File: config.mk
export PLATFORM = sky130hd
export DESIGN_NAME = prescaled_timer
export DESIGN_NICKNAME = d
export VERILOG_FILES = /design/src/rtl/tmr_pkg.sv /design/src/rtl/tmr_prescaler.sv /design/src/rtl/tmr_rti.sv /design/src/rtl/tmr_cmp_chan.sv /design/src/rtl/prescaled_timer.sv
export SDC_FILE = /design/constraint.sdc
export NUM_CORES = 1
export LEC_CHECK = 0
export BUFFER_PORTS_ARGS = -buffer_cell sky130_fd_sc_hd__clkbuf_2
export CORE_MARGIN = 2
export CORE_UTILIZATION = 45
export CTS_CLUSTER_DIAMETER = 40
export DETAILED_ROUTE_END_ITERATION = 8
export GPL_TIMING_DRIVEN = 0
export PLACE_DENSITY_LB_ADDON = 0.2
export SLEW_MARGIN = 20
export SYNTH_ARGS = -nofsm -noshare
export SYNTH_HDL_FRONTEND = slang
export SYNTH_HIERARCHICAL = 1
export SYNTH_SLANG_ARGS = --single-unit
export TNS_END_PERCENT = 10
File: constraint.sdc
create_clock -name clk -period 4.8 [get_ports clk]
set_clock_uncertainty 0.1 [all_clocks]
set_input_delay 0.96 -clock clk [delete_from_list [all_inputs] [get_ports clk]]
set_output_delay 0.96 -clock clk [all_outputs]
set_load 0.01 [all_outputs]
File: src/rtl/tmr_pkg.sv
`timescale 1ns/1ps
package tmr_pkg;
   localparam int unsigned FLG_OVF      = 0;
   localparam int unsigned FLG_RTI      = 1;
   localparam int unsigned FLG_CMP_BASE = 2;

   localparam int unsigned RA_COUNT    = 0;
   localparam int unsigned RA_CTRL     = 1;
   localparam int unsigned RA_FLAGS    = 2;
   localparam int unsigned RA_ENABLE   = 3;
   localparam int unsigned RA_CMP_BASE = 4;

   typedef enum logic [1:0] {
      PS_DIV1  = 2'd0,
      PS_DIV4  = 2'd1,
      PS_DIV8  = 2'd2,
      PS_DIV16 = 2'd3
   } ps_sel_e;

   // last prescaler phase before a tick, i.e. divisor minus one
   function automatic logic [3:0] ps_last(input logic [1:0] sel);
      case (ps_sel_e'(sel))
         PS_DIV1:  ps_last = 4'd0;
         PS_DIV4:  ps_last = 4'd3;
         PS_DIV8:  ps_last = 4'd7;
         default:  ps_last = 4'd15;
      endcase
   endfunction
endpackage

File: src/rtl/tmr_prescaler.sv
`timescale 1ns/1ps
module tmr_prescaler #(
   parameter int unsigned LOCK_CYCLES = 64
) (
   input  logic       clk,
   input  logic       rst_n,
   input  logic       sel_we,
   input  logic [1:0] sel_d,
   output logic [1:0] sel_q,
   output logic       tick
);
   localparam int unsigned LK_W = $clog2(LOCK_CYCLES + 1);

   if (LOCK_CYCLES < 1) begin : g_bad_lock
      $error("tmr_prescaler: LOCK_CYCLES must be at least 1");
   end

   logic [LK_W-1:0] age;
   logic            locked;
   logic [3:0]      phase;

   assign locked = (age == LK_W'(LOCK_CYCLES));

   always_ff @(posedge clk) begin
      if (!rst_n)       age <= '0;
      else if (!locked) age <= age + LK_W'(1);
   end

   always_ff @(posedge clk) begin
      if (!rst_n)                 sel_q <= 2'd0;
      else if (sel_we && !locked) sel_q <= sel_d;
   end

   assign tick = (phase >= tmr_pkg::ps_last(sel_q));

   always_ff @(posedge clk) begin
      if (!rst_n)    phase <= 4'd0;
      else if (tick) phase <= 4'd0;
      else           phase <= phase + 4'd1;
   end

   AST_LOCK_HOLD: assert property (@(posedge clk) disable iff (!rst_n)
      (locked && sel_we) |=> $stable(sel_q));
   AST_LOCK_STAYS: assert property (@(posedge clk) disable iff (!rst_n)
      locked |=> locked);
endmodule

File: src/rtl/tmr_rti.sv
`timescale 1ns/1ps
module tmr_rti #(
   parameter int unsigned BASE_LOG2 = 13
) (
   input  logic       clk,
   input  logic       rst_n,
   input  logic [1:0] rate,
   output logic       pulse
);
   localparam int unsigned DW = BASE_LOG2 + 3;

   if (BASE_LOG2 < 1) begin : g_bad_base
      $error("tmr_rti: BASE_LOG2 must be at least 1");
   end

   logic [DW-1:0] dcnt;
   logic [DW-1:0] last;

   assign last  = {DW{1'b1}} >> (2'd3 - rate);
   assign pulse = (dcnt >= last);

   always_ff @(posedge clk) begin
      if (!rst_n)     dcnt <= '0;
      else if (pulse) dcnt <= '0;
      else            dcnt <= dcnt + DW'(1);
   end

   AST_RTI_SPACED: assert property (@(posedge clk) disable iff (!rst_n)
      pulse |=> !pulse);
endmodule

File: src/rtl/tmr_cmp_chan.sv
`timescale 1ns/1ps
module tmr_cmp_chan #(
   parameter int unsigned CNT_W = 16
) (
   input  logic             clk,
   input  logic             rst_n,
   input  logic             we,
   input  logic [CNT_W-1:0] wd,
   input  logic [CNT_W-1:0] count,
   input  logic             tick,
   output logic [CNT_W-1:0] val,
   output logic             hit
);
   always_ff @(posedge clk) begin
      if (!rst_n)  val <= '1;
      else if (we) val <= wd;
   end

   assign hit = tick && (count == val);

   AST_CMP_HOLD: assert property (@(posedge clk) disable iff (!rst_n)
      !we |=> $stable(val));
endmodule

File: src/rtl/prescaled_timer.sv
`timescale 1ns/1ps
module prescaled_timer #(
   parameter int unsigned CNT_W         = 16,
   parameter int unsigned NUM_CMP       = 4,
   parameter int unsigned RTI_BASE_LOG2 = 13,
   parameter int unsigned LOCK_CYCLES   = 64,
   parameter int unsigned ADDR_W        = 4
) (
   input  logic              clk,
   input  logic              rst_n,
   input  logic              wr_en,
   input  logic [ADDR_W-1:0] addr,
   input  logic [CNT_W-1:0]  wr_data,
   output logic [CNT_W-1:0]  rd_data,
   output logic              irq
);
   import tmr_pkg::*;

   localparam int unsigned FLG_W = FLG_CMP_BASE + NUM_CMP;

   if (NUM_CMP < 1) begin : g_bad_ncmp
      $error("prescaled_timer: NUM_CMP must be at least 1");
   end
   if (CNT_W < 4 || CNT_W < FLG_W) begin : g_bad_cntw
      $error("prescaled_timer: CNT_W too narrow for control or flags");
   end
   if ((RA_CMP_BASE + NUM_CMP) > (1 << ADDR_W)) begin : g_bad_addr
      $error("prescaled_timer: ADDR_W too small for the compare registers");
   end

   logic we_ctrl, we_flags, we_en;
   assign we_ctrl  = wr_en && (addr == ADDR_W'(RA_CTRL));
   assign we_flags = wr_en && (addr == ADDR_W'(RA_FLAGS));
   assign we_en    = wr_en && (addr == ADDR_W'(RA_ENABLE));

   logic [1:0] ps_sel;
   logic       tick;

   tmr_prescaler #(.LOCK_CYCLES(LOCK_CYCLES)) u_ps (
      .clk    (clk),
      .rst_n  (rst_n),
      .sel_we (we_ctrl),
      .sel_d  (wr_data[3:2]),
      .sel_q  (ps_sel),
      .tick   (tick)
   );

   logic [1:0] rti_rate;
   logic       rti_pulse;

   always_ff @(posedge clk) begin
      if (!rst_n)       rti_rate <= 2'd0;
      else if (we_ctrl) rti_rate <= wr_data[1:0];
   end

   tmr_rti #(.BASE_LOG2(RTI_BASE_LOG2)) u_rti (
      .clk   (clk),
      .rst_n (rst_n),
      .rate  (rti_rate),
      .pulse (rti_pulse)
   );

   logic [CNT_W-1:0] count;
   logic             ovf_evt;

   always_ff @(posedge clk) begin
      if (!rst_n)    count <= '0;
      else if (tick) count <= count + CNT_W'(1);
   end

   assign ovf_evt = tick && (count == {CNT_W{1'b1}});

   logic [CNT_W-1:0] cmp_val [NUM_CMP];
   logic [NUM_CMP-1:0] cmp_hit;

   for (genvar i = 0; i < NUM_CMP; i++) begin : g_cmp
      tmr_cmp_chan #(.CNT_W(CNT_W)) u_chan (
         .clk   (clk),
         .rst_n (rst_n),
         .we    (wr_en && (addr == ADDR_W'(RA_CMP_BASE + i))),
         .wd    (wr_data),
         .count (count),
         .tick  (tick),
         .val   (cmp_val[i]),
         .hit   (cmp_hit[i])
      );
   end

   logic [FLG_W-1:0] flags, enables, set_mask, clr_mask;

   always_comb begin
      set_mask          = '0;
      set_mask[FLG_OVF] = ovf_evt;
      set_mask[FLG_RTI] = rti_pulse;
      for (int i = 0; i < NUM_CMP; i++) set_mask[FLG_CMP_BASE + i] = cmp_hit[i];
   end

   assign clr_mask = we_flags ? wr_data[FLG_W-1:0] : '0;

   always_ff @(posedge clk) begin
      if (!rst_n) flags <= '0;
      else        flags <= (flags & ~clr_mask) | set_mask;
   end

   always_ff @(posedge clk) begin
      if (!rst_n)     enables <= '0;
      else if (we_en) enables <= wr_data[FLG_W-1:0];
   end

   assign irq = |(flags & enables);

   always_comb begin
      rd_data = '0;
      if (addr == ADDR_W'(RA_COUNT))       rd_data = count;
      else if (addr == ADDR_W'(RA_CTRL))   rd_data = CNT_W'({ps_sel, rti_rate});
      else if (addr == ADDR_W'(RA_FLAGS))  rd_data = CNT_W'(flags);
      else if (addr == ADDR_W'(RA_ENABLE)) rd_data = CNT_W'(enables);
      for (int i = 0; i < NUM_CMP; i++) begin
         if (addr == ADDR_W'(RA_CMP_BASE + i)) rd_data = cmp_val[i];
      end
   end

   AST_CNT_HOLD: assert property (@(posedge clk) disable iff (!rst_n)
      !tick |=> $stable(count));
   AST_CNT_STEP: assert property (@(posedge clk) disable iff (!rst_n)
      tick |=> (count == $past(count) + CNT_W'(1)));
   AST_OVF_SET: assert property (@(posedge clk) disable iff (!rst_n)
      (tick && count == {CNT_W{1'b1}}) |=> flags[FLG_OVF]);
   AST_RTI_SET: assert property (@(posedge clk) disable iff (!rst_n)
      rti_pulse |=> flags[FLG_RTI]);
   AST_W1C_ZERO: assert property (@(posedge clk) disable iff (!rst_n)
      (we_flags && wr_data[FLG_W-1:0] == '0 && set_mask == '0) |=> $stable(flags));
   AST_IRQ_QUIET: assert property (@(posedge clk) disable iff (!rst_n)
      (enables == '0) |-> !irq);

   for (genvar i = 0; i < NUM_CMP; i++) begin : g_cmp_chk
      AST_CMP_SET: assert property (@(posedge clk) disable iff (!rst_n)
         cmp_hit[i] |=> flags[FLG_CMP_BASE + i]);
   end
endmodule

==> flow_summary.html <==
<table>
<tr><th>Metric</th><th>Value</th></tr>
<tr><th colspan="2">Outcome</th></tr>
<tr><td>Result of the run</td><td>complete, no violations</td></tr>
<tr><th colspan="2">Synthesis</th></tr>
<tr><td>Combined area of all synthesized cells</td><td>6676 sq um</td></tr>
<tr><td>Syn Nets</td><td>752</td></tr>
<tr><td>Register area share after synthesis</td><td>36.88%</td></tr>
<tr><td>Synthesized netlist cell count</td><td>717</td></tr>
<tr><td>Avg Cell Area, Syn</td><td>9.312 sq um</td></tr>
<tr><td>Top flip-flop cell by instance count after synthesis</td><td>sky130_fd_sc_hd__dfxtp_1</td></tr>
<tr><td>Number of flip-flops and latches in the synthesized netlist</td><td>123</td></tr>
<tr><td>Warnings from Yosys</td><td>6</td></tr>
<tr><td>FFs w/ async S/R, synth</td><td>0%</td></tr>
<tr><td>Number of flops mapped to enable cells by yosys</td><td>0</td></tr>
<tr><td>Count of cell types in the netlist</td><td>56</td></tr>
<tr><th colspan="2">Global route</th></tr>
<tr><td>Initial antenna violation count</td><td>0</td></tr>
<tr><td>Global-route wire length before repair</td><td>29650 um</td></tr>
<tr><td>Combined global-route utilization of all metal layers</td><td>24.43%</td></tr>
<tr><td>Global route total overflow</td><td>0</td></tr>
<tr><td>Largest net degree at the start of global routing</td><td>19</td></tr>
<tr><td>Vias in the first global route</td><td>5292</td></tr>
<tr><th colspan="2">Clock network</th></tr>
<tr><td>H-tree lvl count</td><td>4</td></tr>
<tr><td>Clock tree from TritonCTS</td><td>yes</td></tr>
<tr><td>Clock buffers created by TritonCTS</td><td>17</td></tr>
<tr><td>Setup fix buffers added after clock tree synthesis</td><td>0</td></tr>
<tr><td>Clock transition at path regs</td><td>50 ps</td></tr>
<tr><td>CTS Sinks</td><td>123</td></tr>
<tr><td>Post-cts resize count</td><td>0</td></tr>
<tr><td>Cell at the root of the clock tree</td><td>sky130_fd_sc_hd__clkbuf_16</td></tr>
<tr><td>Total of hold buffers inserted after clock tree synthesis</td><td>0</td></tr>
<tr><td>Clk buf depth</td><td>2</td></tr>
<tr><td>Clk Latency, worst-skew pair</td><td>420 ps</td></tr>
<tr><th colspan="2">Finish</th></tr>
<tr><td>Number of nets at the end of the flow</td><td>810</td></tr>
<tr><td>Fraction of final layout cells with drive strength greater than 1</td><td>15.63%</td></tr>
<tr><td>Most common library cell in the layout ignoring fill and taps</td><td>sky130_fd_sc_hd__dfxtp_1</td></tr>
<tr><td>Highest-count cells in the layout ignoring fill and taps</td><td>123 x sky130_fd_sc_hd__dfxtp_1, 92 x sky130_fd_sc_hd__nand2_1, 83 x sky130_fd_sc_hd__mux2i_1</td></tr>
<tr><td>Ant. Diodes</td><td>0</td></tr>
<tr><td>Area delta synth-&gt;final</td><td>15.14%</td></tr>
<tr><td>Final Non-Filler Cells</td><td>971</td></tr>
<tr><th colspan="2">Setup path</th></tr>
<tr><td>Endpoint type of the worst setup path</td><td>primary output</td></tr>
<tr><td>Data arrival time of the critical path</td><td>2750 ps</td></tr>
<tr><td>Ordered cell list for the critical path</td><td>clkbuf_2, clkbuf_1, clkbuf_1, o21ai_0, a21oi_1, clkbuf_2</td></tr>
<tr><td>Launching point of the worst reg2reg path</td><td>u_ps/sel_q[1]</td></tr>
<tr><td>CP max-delay cell</td><td>sky130_fd_sc_hd__clkbuf_1</td></tr>
<tr><td>Startpoint type of the worst setup path</td><td>primary input</td></tr>
<tr><td>Maximum single-stage delay on the critical path</td><td>530 ps</td></tr>
<tr><td>Largest fanout on the critical path</td><td>10</td></tr>
<tr><td>Start-to-end type of the worst setup path</td><td>in -&gt; out</td></tr>
<tr><td>Depth of the worst register-to-register path</td><td>9</td></tr>
<tr><td>Launch point of the critical path</td><td>addr[2]</td></tr>
<tr><td>Worst reg2reg setup slack</td><td>1200 ps</td></tr>
<tr><td>Reg-to-reg endpoint</td><td>flags[0]</td></tr>
<tr><td>Req. time, crit path</td><td>3740 ps</td></tr>
<tr><th colspan="2">Route</th></tr>
<tr><td>Iteration count of the initial detailed-routing pass</td><td>6</td></tr>
<tr><td>Total via count in the routed design</td><td>5380</td></tr>
<tr><td>Post-detailed-route wirelength per cell</td><td>19.18 um</td></tr>
<tr><td>Remaining antenna violation count</td><td>0</td></tr>
<tr><td>Average via count per standard cell</td><td>5.541</td></tr>
<tr><td>Final routed wirelength across all metal layers</td><td>18620 um</td></tr>
<tr><td>Number of remaining DRC errors</td><td>0</td></tr>
<tr><td>First-iteration detailed-routing DRC count</td><td>344</td></tr>
<tr><th colspan="2">STA</th></tr>
<tr><td>Final critical-path required period</td><td>3806 ps</td></tr>
<tr><td>Final clock period utilization by the worst path</td><td>79.30%</td></tr>
<tr><td>Post-Route Setup TNS</td><td>0 ps</td></tr>
<tr><td>Maximum achievable frequency</td><td>262.7 MHz</td></tr>
<tr><td>Final setup viols</td><td>0</td></tr>
<tr><td>Worst rel slew slack</td><td>29.59%</td></tr>
<tr><td>Post-route worst hold slack</td><td>353.0 ps</td></tr>
<tr><td>Max Transition Viols Final</td><td>0</td></tr>
<tr><td>Number of failing hold endpoints at the final stage</td><td>0</td></tr>
<tr><td>Unrepaired setup endpoints after global routing</td><td>no</td></tr>
<tr><td>Slew @ Worst Pin</td><td>1047 ps</td></tr>
<tr><th colspan="2">Die</th></tr>
<tr><td>Die W</td><td>125.8 um</td></tr>
<tr><td>Area enclosed by the die boundary</td><td>15830 sq um</td></tr>
<tr><td>Site Rows</td><td>44</td></tr>
<tr><td>Die boundary height</td><td>125.8 um</td></tr>
<tr><td>Initial Util</td><td>45.94%</td></tr>
<tr><td>Standard cell core area</td><td>14530 sq um</td></tr>
<tr><td>Number of top-level pins</td><td>40</td></tr>
<tr><th colspan="2">Power</th></tr>
<tr><td>Clk pwr share</td><td>50.4%</td></tr>
<tr><td>Internal power consumption</td><td>1.951 mW</td></tr>
<tr><td>Reported leakage power</td><td>2.733 nW</td></tr>
<tr><td>P_sw</td><td>0.5868 mW</td></tr>
<tr><td>Total chip power</td><td>2.538 mW</td></tr>
<tr><td>Switching part of the total</td><td>23.12%</td></tr>
<tr><td>Worst vdd ir</td><td>0.2563 mV</td></tr>
<tr><td>Combinational share of power</td><td>7.6%</td></tr>
<tr><td>Power density over the cells</td><td>330.2 nW/um^2</td></tr>
<tr><td>Sequential Power Share</td><td>41.9%</td></tr>
<tr><th colspan="2">Placement</th></tr>
<tr><td>Count of buffers from port buffering</td><td>39</td></tr>
<tr><td>Placer Congestion</td><td>0.9647</td></tr>
<tr><td>DPL Wire Length</td><td>13690 um</td></tr>
<tr><td>Inst Count DP</td><td>940</td></tr>
<tr><th colspan="2">Worst hold path</th></tr>
<tr><td>Launch instance of the worst min-delay path</td><td>u_rti/dcnt[0]</td></tr>
<tr><td>Hold Crit Depth</td><td>1</td></tr>
<tr><td>Hold Path Class</td><td>reg -&gt; reg</td></tr>
<tr><td>Hold endpoint</td><td>u_rti/dcnt[0]</td></tr>
<tr><th colspan="2">Flow run</th></tr>
<tr><td>Max-Cap Viols</td><td>0</td></tr>
</table>
## layout make-up
type	count	area, sq um
clock inverter	8	117.6
multi-input combinational	540	3984
sequential	123	2462
timing repair buffer	39	195.2
tap	184	230.2
inverter	16	60.06
buffer	38	170.2
fill	1354	6847
clock buffer	23	467.9
## cell families (layout without fill, tap and decap cells)
group	after synthesis	in the layout	synth area share [%]
AND/OR/NAND/NOR	250	250	19.66
flip-flops	123	123	36.88
multiplexers	103	103	17.00
XOR/XNOR	94	94	12.33
AO/OA/AOI/OAI	81	81	8.433
buffers and inverters	54	124	3.448
adder cells (fa/ha/maj)	12	12	2.249
## stage by stage
| stage | instance area (sq um) | worst slack (ps) | utilization, % |
|---|---|---|---|
| finish | 7687 | 993.6 | 52.89 |
| global route | 7687 | 889.0 | 52.89 |
| CTS | 7687 | 1015 | 52.89 |
| detailed placement | 7102 | 1035 | 48.86 |
| global placement | 7102 | 1093 | 48.86 |
| floorplan | 6676 | 1797 | - |
## worst max path at each step
stage	endpoint	slack, ps
after floorplan	rd_data[14]	1800
after global placement	rd_data[4]	1090
after detailed placement	rd_data[4]	1030
after CTS	rd_data[4]	1010
after global routing	rd_data[5]	890
final	rd_data[5]	990
## power groups by stage
stage | clock network (mW) | registers (mW) | logic, mW
CTS | 1.30 | 1.06 | 0.192
global route | 1.34 | 1.07 | 0.210
floorplan | 0 | 1.08 | 0.122
finish | 1.28 | 1.06 | 0.193
global placement | 0 | 1.08 | 0.188
detailed placement | 0 | 1.09 | 0.191
## critical path, delay by kind of cell
family / cells / cell delay (ps)
compound gates: 2 / 490
buf+inv: 4 / 1290
## registers in the layout, indices dropped and copies added, names as in the netlist
name,flops
g_cmp.u_chan/val,64
count,16
u_rti/dcnt,16
u_ps/age,7
enables,6
flags,6
u_ps/phase,4
rti_rate,2
u_ps/sel_q,2
## cell usage after synthesis, types with 7 or more instances
master                     number  share of area [%]
sky130_fd_sc_hd__inv_1         15               0.84
sky130_fd_sc_hd__buf_2         15                1.1
sky130_fd_sc_hd__nand4_1       22                2.1
sky130_fd_sc_hd__and2_1        12                1.1
sky130_fd_sc_hd__a21oi_1       11               0.82
sky130_fd_sc_hd__a22oi_1       10                1.1
sky130_fd_sc_hd__o21a_1        14                1.6
sky130_fd_sc_hd__mux2i_1       83                 12
sky130_fd_sc_hd__nand2_1       92                5.2
sky130_fd_sc_hd__mux4_2         7                2.4
sky130_fd_sc_hd__clkbuf_1      16               0.90
sky130_fd_sc_hd__o21ai_0        8               0.60
sky130_fd_sc_hd__o22ai_1        9               0.84
sky130_fd_sc_hd__nor2_1        41                2.3
sky130_fd_sc_hd__mux2_2        13                2.2
sky130_fd_sc_hd__nor4_1         9               0.84
sky130_fd_sc_hd__dfxtp_1      123                 37
sky130_fd_sc_hd__a21boi_0       7               0.79
sky130_fd_sc_hd__ha_1          12                2.2
sky130_fd_sc_hd__nor3_1        10               0.75
sky130_fd_sc_hd__nor2b_1       11                1.0
sky130_fd_sc_hd__nand3_1       15                1.1
sky130_fd_sc_hd__xnor2_1       61                8.0
sky130_fd_sc_hd__xor2_1        33                4.3
## per-layer routing
| layer | GRT usage [%] | share of wire (%) | vias to the layer above |
|---|---|---|---|
| met2 | 39.30 | 46 | 147 |
| met1 | 32.54 | 46 | 2570 |
| met3 | 5.565 | 5.3 | 26 |
| met5 | 0 | 0 | - |
| li1 | - | - | 2637 |
| met4 | 8.339 | 1.9 | 0 |
No activity file was read; power rests on OpenSTA's default activity.
